===== src/rtl/wdog_pkg.sv =====
package wdog_pkg;

    localparam int LEN_W = 16;

    typedef enum logic [1:0] {
        ST_COUNT = 2'd0,
        ST_IRQ   = 2'd1,
        ST_NMI   = 2'd2,
        ST_RST   = 2'd3
    } stage_e;

    typedef enum logic [1:0] {
        MD_OFF  = 2'd0,
        MD_IRQ  = 2'd1,
        MD_NMI  = 2'd2,
        MD_FULL = 2'd3
    } mode_e;

    typedef struct packed {
        mode_e             mode;
        logic [LEN_W-1:0]  len;
    } cfg_t;

    function automatic logic cfg_active(input cfg_t c);
        return (c.mode != MD_OFF) && (c.len != '0);
    endfunction

    function automatic stage_e escalate(input stage_e s, input mode_e m);
        stage_e r;
        r = s;
        case (s)
            ST_COUNT: if (m != MD_OFF)  r = ST_IRQ;
            ST_IRQ:   if (m == MD_NMI || m == MD_FULL) r = ST_NMI;
            ST_NMI:   if (m == MD_FULL) r = ST_RST;
            default:  r = ST_COUNT;
        endcase
        return r;
    endfunction

endpackage


===== src/rtl/wdog_prescaler.sv =====
module wdog_prescaler #(
    parameter int PRE_LOG2 = 8
) (
    input  logic clk,
    input  logic rst,
    input  logic run_i,
    input  logic clear_i,
    output logic tick_o
);
    localparam int PW = (PRE_LOG2 < 1) ? 1 : PRE_LOG2;

    logic [PW-1:0] pre_q;

    always_ff @(posedge clk) begin
        if (rst || clear_i)
            pre_q <= '0;
        else if (run_i)
            pre_q <= pre_q + 1'b1;
    end

    assign tick_o = run_i && !clear_i && (&pre_q);

    // ticks are spaced; two in a row would shorten the period
    a_r2_tick_spaced: assert property (@(posedge clk) disable iff (rst)
        tick_o |=> !tick_o);

endmodule


===== src/rtl/wdog_downcount.sv =====
module wdog_downcount #(
    parameter int LEN_W    = 16,
    parameter int LOW_BITS = 8
) (
    input  logic             clk,
    input  logic             rst,
    input  logic             load_i,
    input  logic [LEN_W-1:0] len_i,
    input  logic             tick_i,
    output logic             expire_o
);
    localparam int CNT_W = LEN_W + LOW_BITS;

    logic [CNT_W-1:0] cnt_q;
    logic [CNT_W-1:0] reload;

    assign reload   = {len_i, {LOW_BITS{1'b0}}};
    assign expire_o = tick_i && !load_i && (cnt_q == CNT_W'(1));

    always_ff @(posedge clk) begin
        if (rst)
            cnt_q <= '0;
        else if (load_i || expire_o)
            cnt_q <= reload;
        else if (tick_i)
            cnt_q <= cnt_q - 1'b1;
    end

    // the count only moves on a prescaler tick or a reload
    a_r2_hold_between_ticks: assert property (@(posedge clk) disable iff (rst)
        (!tick_i && !load_i) |=> $stable(cnt_q));

endmodule


===== src/rtl/wdog_stage_fsm.sv =====
module wdog_stage_fsm
    import wdog_pkg::*;
(
    input  logic   clk,
    input  logic   rst,
    input  logic   cfg_we_i,
    input  logic   en_i,
    input  logic   poke_i,
    input  logic   expire_i,
    input  mode_e  mode_i,
    output stage_e stage_o,
    output logic   fire_rst_o
);
    stage_e stage_q, stage_d;

    always_comb begin
        stage_d = stage_q;
        if (cfg_we_i || !en_i)
            stage_d = ST_COUNT;
        else if (stage_q == ST_RST)
            stage_d = ST_COUNT;
        else if (poke_i)
            stage_d = ST_COUNT;
        else if (expire_i)
            stage_d = escalate(stage_q, mode_i);
    end

    assign fire_rst_o = en_i && !cfg_we_i && !poke_i && expire_i &&
                        (stage_q == ST_NMI) && (mode_i == MD_FULL);

    always_ff @(posedge clk) begin
        if (rst) stage_q <= ST_COUNT;
        else     stage_q <= stage_d;
    end

    assign stage_o = stage_q;

    // poke while enabled returns to counting
    a_r8_poke_clears: assert property (@(posedge clk) disable iff (rst)
        (poke_i && en_i) |=> (stage_q == ST_COUNT));
    // a disabled watchdog sits in stage 0
    a_r7_idle_when_off: assert property (@(posedge clk) disable iff (rst)
        !en_i |=> (stage_q == ST_COUNT));
    // from counting, only one stage may be climbed per expiry
    a_r3_single_step: assert property (@(posedge clk) disable iff (rst)
        (stage_q == ST_COUNT) |=> (stage_q != ST_NMI && stage_q != ST_RST));
    // the reset stage lasts one cycle
    a_r5_rst_one_cycle: assert property (@(posedge clk) disable iff (rst)
        (stage_q == ST_RST) |=> (stage_q == ST_COUNT));

endmodule


===== src/rtl/wdog_escalator.sv =====
module wdog_escalator
    import wdog_pkg::*;
#(
    parameter int PRE_LOG2 = 8,
    parameter int LOW_BITS = 8
) (
    input  logic             clk,
    input  logic             rst,
    input  logic             cfg_we,
    input  logic [LEN_W-1:0] cfg_len,
    input  logic [1:0]       cfg_mode,
    input  logic             poke,
    output logic             irq_o,
    output logic             nmi_o,
    output logic             srst_o,
    output logic [1:0]       stage_o
);
    cfg_t             cfg_q;
    logic             en;
    logic             restart;
    logic             tick;
    logic             expire;
    logic             fire_rst;
    logic [LEN_W-1:0] load_len;
    stage_e           stage;

    always_ff @(posedge clk) begin
        if (rst) begin
            cfg_q.mode <= MD_OFF;
            cfg_q.len  <= '0;
        end else if (cfg_we) begin
            cfg_q.mode <= mode_e'(cfg_mode);
            cfg_q.len  <= cfg_len;
        end else if (fire_rst) begin
            cfg_q.mode <= MD_OFF;
        end
    end

    assign en       = cfg_active(cfg_q);
    assign restart  = cfg_we || poke;
    assign load_len = cfg_we ? cfg_len : cfg_q.len;

    wdog_prescaler #(.PRE_LOG2(PRE_LOG2)) u_pre (
        .clk     (clk),
        .rst     (rst),
        .run_i   (en),
        .clear_i (restart),
        .tick_o  (tick)
    );

    wdog_downcount #(.LEN_W(LEN_W), .LOW_BITS(LOW_BITS)) u_cnt (
        .clk      (clk),
        .rst      (rst),
        .load_i   (restart),
        .len_i    (load_len),
        .tick_i   (tick),
        .expire_o (expire)
    );

    wdog_stage_fsm u_fsm (
        .clk        (clk),
        .rst        (rst),
        .cfg_we_i   (cfg_we),
        .en_i       (en),
        .poke_i     (poke),
        .expire_i   (expire),
        .mode_i     (cfg_q.mode),
        .stage_o    (stage),
        .fire_rst_o (fire_rst)
    );

    assign irq_o   = (stage == ST_IRQ) || (stage == ST_NMI);
    assign nmi_o   = (stage == ST_NMI);
    assign srst_o  = (stage == ST_RST);
    assign stage_o = stage;

    // the reset request is a single pulse followed by silence
    a_r5_srst_pulse: assert property (@(posedge clk) disable iff (rst)
        srst_o |=> (!srst_o && !irq_o));
    // a poke while enabled with no write always drops the interrupt
    a_r10_poke_wins: assert property (@(posedge clk) disable iff (rst)
        (poke && en && !cfg_we) |=> !irq_o);
    // a poke while disabled leaves the outputs low
    a_r11_poke_off: assert property (@(posedge clk) disable iff (rst)
        (poke && !en && !cfg_we) |=> (!irq_o && !nmi_o));

endmodule


===== config.mk =====
export PLATFORM = sky130hd
export DESIGN_NAME = wdog_escalator
export DESIGN_NICKNAME = d
export VERILOG_FILES = /design/src/rtl/wdog_pkg.sv /design/src/rtl/wdog_prescaler.sv /design/src/rtl/wdog_downcount.sv /design/src/rtl/wdog_stage_fsm.sv /design/src/rtl/wdog_escalator.sv
export SDC_FILE = /design/constraint.sdc
export NUM_CORES = 1
export LEC_CHECK = 0
export ABC_AREA = 1
export BUFFER_PORTS_ARGS = -buffer_cell sky130_fd_sc_hd__buf_2
export CELL_PAD_IN_SITES_DETAIL_PLACEMENT = 0
export CELL_PAD_IN_SITES_GLOBAL_PLACEMENT = 2
export CORE_UTILIZATION = 35
export CTS_CLUSTER_DIAMETER = 80
export DETAILED_ROUTE_END_ITERATION = 10
export PLACE_DENSITY = 0.81
export SKIP_CTS_REPAIR_TIMING = 1
export SYNTH_ARGS = -nofsm -noshare
export SYNTH_HDL_FRONTEND = slang
export SYNTH_SLANG_ARGS = --single-unit

===== constraint.sdc =====
create_clock -name clk -period 2.9 [get_ports clk]
set_input_delay 0.145 -clock clk [delete_from_list [all_inputs] [get_ports clk]]
set_output_delay 0.145 -clock clk [all_outputs]
set_load 0.02 [all_outputs]

==> results.md <==
Run status:
- The flow ran to the end, and the final reports show no timing, DRC or antenna violations.

Die:
- The effective utilization at floorplan is 0.364.
- The die is 94.6 um wide.
- Measured along the y axis, the die boundary spans 94.6 um.
- Pin placement for this block handled 27 I/O pins.
- The die covers 8950 um^2.
- The floorplan core area is 8260 um^2.
- The number of placement rows is 33.

Power and ir drop:
- The design draws 1560 uW.
- The standby leakage power is 0.00153 uW.
- The worst-case IR drop observed on VDD is 172 uV.
- The power density normalized to cell area is 467 nW/um^2.

Placement:
- Input and output buffers added on the ports amount to 26.
- The total half-perimeter wirelength after legalization and detailed placement is 6110 um.
- The congestion estimate from routability-driven global placement came to 0.823.

Synth:
- The number of warnings printed during yosys synthesis is 0.
- Counting flops and latches in the post-synthesis netlist gives 52.
- The per-instance average area after synthesis is 6.70 um^2.
- The share of Yosys cell area claimed by the top area cell type is 0.347.
- The instance count of the mapped netlist is 448.
- The netlist area before placement is 3000 um^2.
- The distinct cell type count after synthesis is 35.
- The share of the yosys chip area belonging to registers is 0.347.
- The leading area contributor after synthesis is sky130_fd_sc_hd__dfxtp_1.
- Yosys attributes the largest share of cell area to sky130_fd_sc_hd__dfxtp_1, sky130_fd_sc_hd__nand2_1, sky130_fd_sc_hd__nor2_1.
- Counting every net in the synthesized netlist gives 477.

CTS:
- The clock drives 52 sinks.
- The worst-skew pair later-pin latency is 0.30 ns.
- In this run the number of H-tree levels came out at 2.
- The root buffer cell chosen for the clock tree is sky130_fd_sc_hd__clkbuf_8.
- The buffer levels on the longest clock path is 2.
- The TritonCTS clock tree is yes.
- In this run, CTS created clock tree buffers numbering 5.
- After clock tree synthesis, the clock-pin slew on the worst setup and hold paths is 0.10 ns.

Min path:
- The class of the tightest hold or removal check is input port to flip-flop.

Critical path:
- The kind of critical path is flip-flop to flip-flop.
- Along the worst path, the maximum fanout reaches 16.
- The required time reported for the critical path endpoint is 3.08 ns.
- The maximum single-stage delay on the critical path is 0.38 ns.
- The startpoint class of the critical path is a flip-flop.
- The data arrival at the endpoint of the critical path is 2.26 ns.
- For the worst flop-to-flop path, the logic depth is 8.
- The number of buffers and inverters on the critical path is 1.
- The termination of the worst setup path is u_cnt.cnt_q[3]$_SDFFE_PP0P_.
- The endpoint identified for the worst register-to-register timing path is u_cnt.cnt_q[3]$_SDFFE_PP0P_.
- The cell with the biggest individual delay on the critical path is sky130_fd_sc_hd__dfxtp_1.
- The critical path goes through ha_1 -> nand3_1 -> nor3_2 -> nand4_4 -> nor2_4 -> nor2_2 -> inv_1 -> nor2_1.
- The critical path runs through a total of 8 cells.
- The endpoint class of the critical path is a flip-flop.
- The kind of cell with the highest combined delay along the critical path is simple AND/OR/NAND/NOR gates.
- The minimum setup slack among reg-to-reg paths is 0.82 ns.
- Tracing the worst setup path back leads to its startpoint at u_pre.pre_q[0]$_SDFFE_PP0P_.
- The worst reg2reg path startpoint is u_pre.pre_q[0]$_SDFFE_PP0P_.

Timing:
- Summed over all failing endpoints, the final setup total negative slack is 0 ns.
- Based on the critical path, the design can be clocked at up to 481 MHz.
- The final hold violation count is 0.
- The slew at the pin closest to its max-slew limit is 0.585 ns.
- The smallest clock period supported by the final layout is computed as 2.08 ns.
- The period utilization is 0.717.
- The number of slew-limit violations in the final report is 0.
- The worst-case headroom to the max-slew limit is 0.610.
- Setup repair after global routing left no endpoint under its margin.
- On the final layout, the worst hold slack is 0.0815 ns.
- The worst clock skew is 0.0139 ns.
- Setup violations remaining at the end of the flow were counted as 0.

Cells and area:
- The multi-input combinational cells in the finished layout cover a total of 1750 um^2.
- The repair_antennas step left the layout with diodes totalling 0.
- Leaving out fill and tap cells, the most frequent cell in the layout is sky130_fd_sc_hd__nand2_1.
- The library cells used most frequently in the layout, excluding fill and tap cells, are sky130_fd_sc_hd__nand2_1, sky130_fd_sc_hd__nor2_1, sky130_fd_sc_hd__dfxtp_1, sky130_fd_sc_hd__nand3_1, sky130_fd_sc_hd__inv_1.
- Of the cells placed in the final design, the portion with a size suffix greater than 1 is 0.140.
- The total area of sequential cells is 1040 um^2.
- After the last flow step, the layout net total stands at 501.
- The filler cell count is 925.
- The area growth from synthesis to layout is 11.0%.

Global routing:
- The total global-route track usage is 0.188.
- The number of antenna violations at the first check in global routing is 0.
- The wire length of the first global-routing pass is 13,200 um.
- The number of global-route vias before repair is 2,709.
- Entering global routing, the biggest net connects 21 pins.
- The global route total overflow is 0.

Routing:
- Using the TritonRoute via totals, the vias-per-cell ratio works out to 4.86.
- Across all layers, the routed design uses 2,807 vias.
- After detailed routing, the met3 layer carries 185 um of wire.
- In the routed design, unresolved DRC markers number 0.
- The per-cell routed wire length is 13.4 um.
- In this run, the number of DRC markers left after iteration 0 of detailed routing was 104.
- The met1 wire length is 4030 um.
- For this block, the routed nets add up to 7760 um of wire.
- After detailed routing, the met2 layer carries 3490 um of wire.
- The first detailed-routing pass took 4 iterations.
- The highest layer used for signal routing is met4.
- The count of nets left with antenna violations once routing finished came out at 0.

Run:
- Across the run, the number of max-cap violations was 0.
-- cell usage after synthesis, drive strengths merged --
cell / count
nand4: 13
nand3: 50
o21bai: 2
o21a: 1
dfxtp: 52
clkbuf: 1
o22ai: 1
xnor2: 5
nand3b: 1
nor3b: 1
nor3: 11
xor2: 9
nor2: 99
buf: 8
a31oi: 1
and3: 1
inv: 41
or2: 7
ha: 7
o211ai: 1
o21ai: 17
a21oi: 15
nand2: 104
-- cell families (layout without fill, tap and decap cells) --
kind of cell,Yosys count,in the layout,share of synthesized area
xor gates and xnor gates,14,14,0.0408
AOI/OAI and AO/OA,38,38,0.0713
buffers and inverters,50,75,0.0700
DFF,52,52,0.347
and+or+nand+nor,287,287,0.442
adders and majority gates,7,7,0.0292
-- stage by stage --
stage	area (um^2)	util	instances	setup WS [ns]
2_1_floorplan	3000	-	448	1.38
5_1_grt	3330	0.404	578	0.571
3_5_place_dp	3210	0.388	570	0.658
3_3_place_gp	3210	0.388	570	0.790
6_report	3330	0.404	578	0.821
4_1_cts	3330	0.404	578	0.798
-- worst min-delay path by stage --
| stage | from | to | depth (start not counted) |
|---|---|---|---|
| final | cfg_mode[0] | cfg_q[16]$_SDFFE_PP0P_ | 3 |
| after global routing | cfg_mode[0] | cfg_q[16]$_SDFFE_PP0P_ | 3 |
| after CTS | cfg_mode[0] | cfg_q[16]$_SDFFE_PP0P_ | 3 |
| after detailed placement | cfg_mode[0] | cfg_q[16]$_SDFFE_PP0P_ | 3 |
| after global placement | cfg_mode[0] | cfg_q[16]$_SDFFE_PP0P_ | 3 |
| after floorplan | cfg_mode[0] | cfg_q[16]$_SDFFE_PP0P_ | 2 |
-- state kept, by name, indices dropped and copies added (netlist names) --
signal         count
u_fsm.stage_o      2
cfg_q             18
u_cnt.cnt_q       24
u_pre.pre_q        8
-- layout make-up --
class,instances,share of cell area
Clock buffer,7,0.0289
Tap cell,105,0.0394
Sequential cell,52,0.312
Multi-Input combinational cell,346,0.525
Timing Repair Buffer,26,0.0390
Inverter,41,0.0462
Clock inverter,1,0.00901
-- layer usage --
layer  vias up  global-route usage
met5         -                   0
li1       1489                   -
met2        39               0.310
met1      1275               0.259
met3         4              0.0242
met4         0              0.0467
-- tightest hold or removal path, delay by kind of cell --
kind	cells	cell delay, ns
AOI/OAI and AO/OA	1	0.06
and+or+nand+nor	1	0.05
buffers and inverters	1	0.09
-- report_power, final --
| group | switching, uW | total (uW) | internal (uW) |
|---|---|---|---|
| Clock | 241 | 545 | 305 |
| Sequential | 29.5 | 776 | 747 |
| Combinational | 150 | 236 | 86.4 |
| Total | 420 | 1560 | 1140 |
Power figures use the tool's default switching activity.
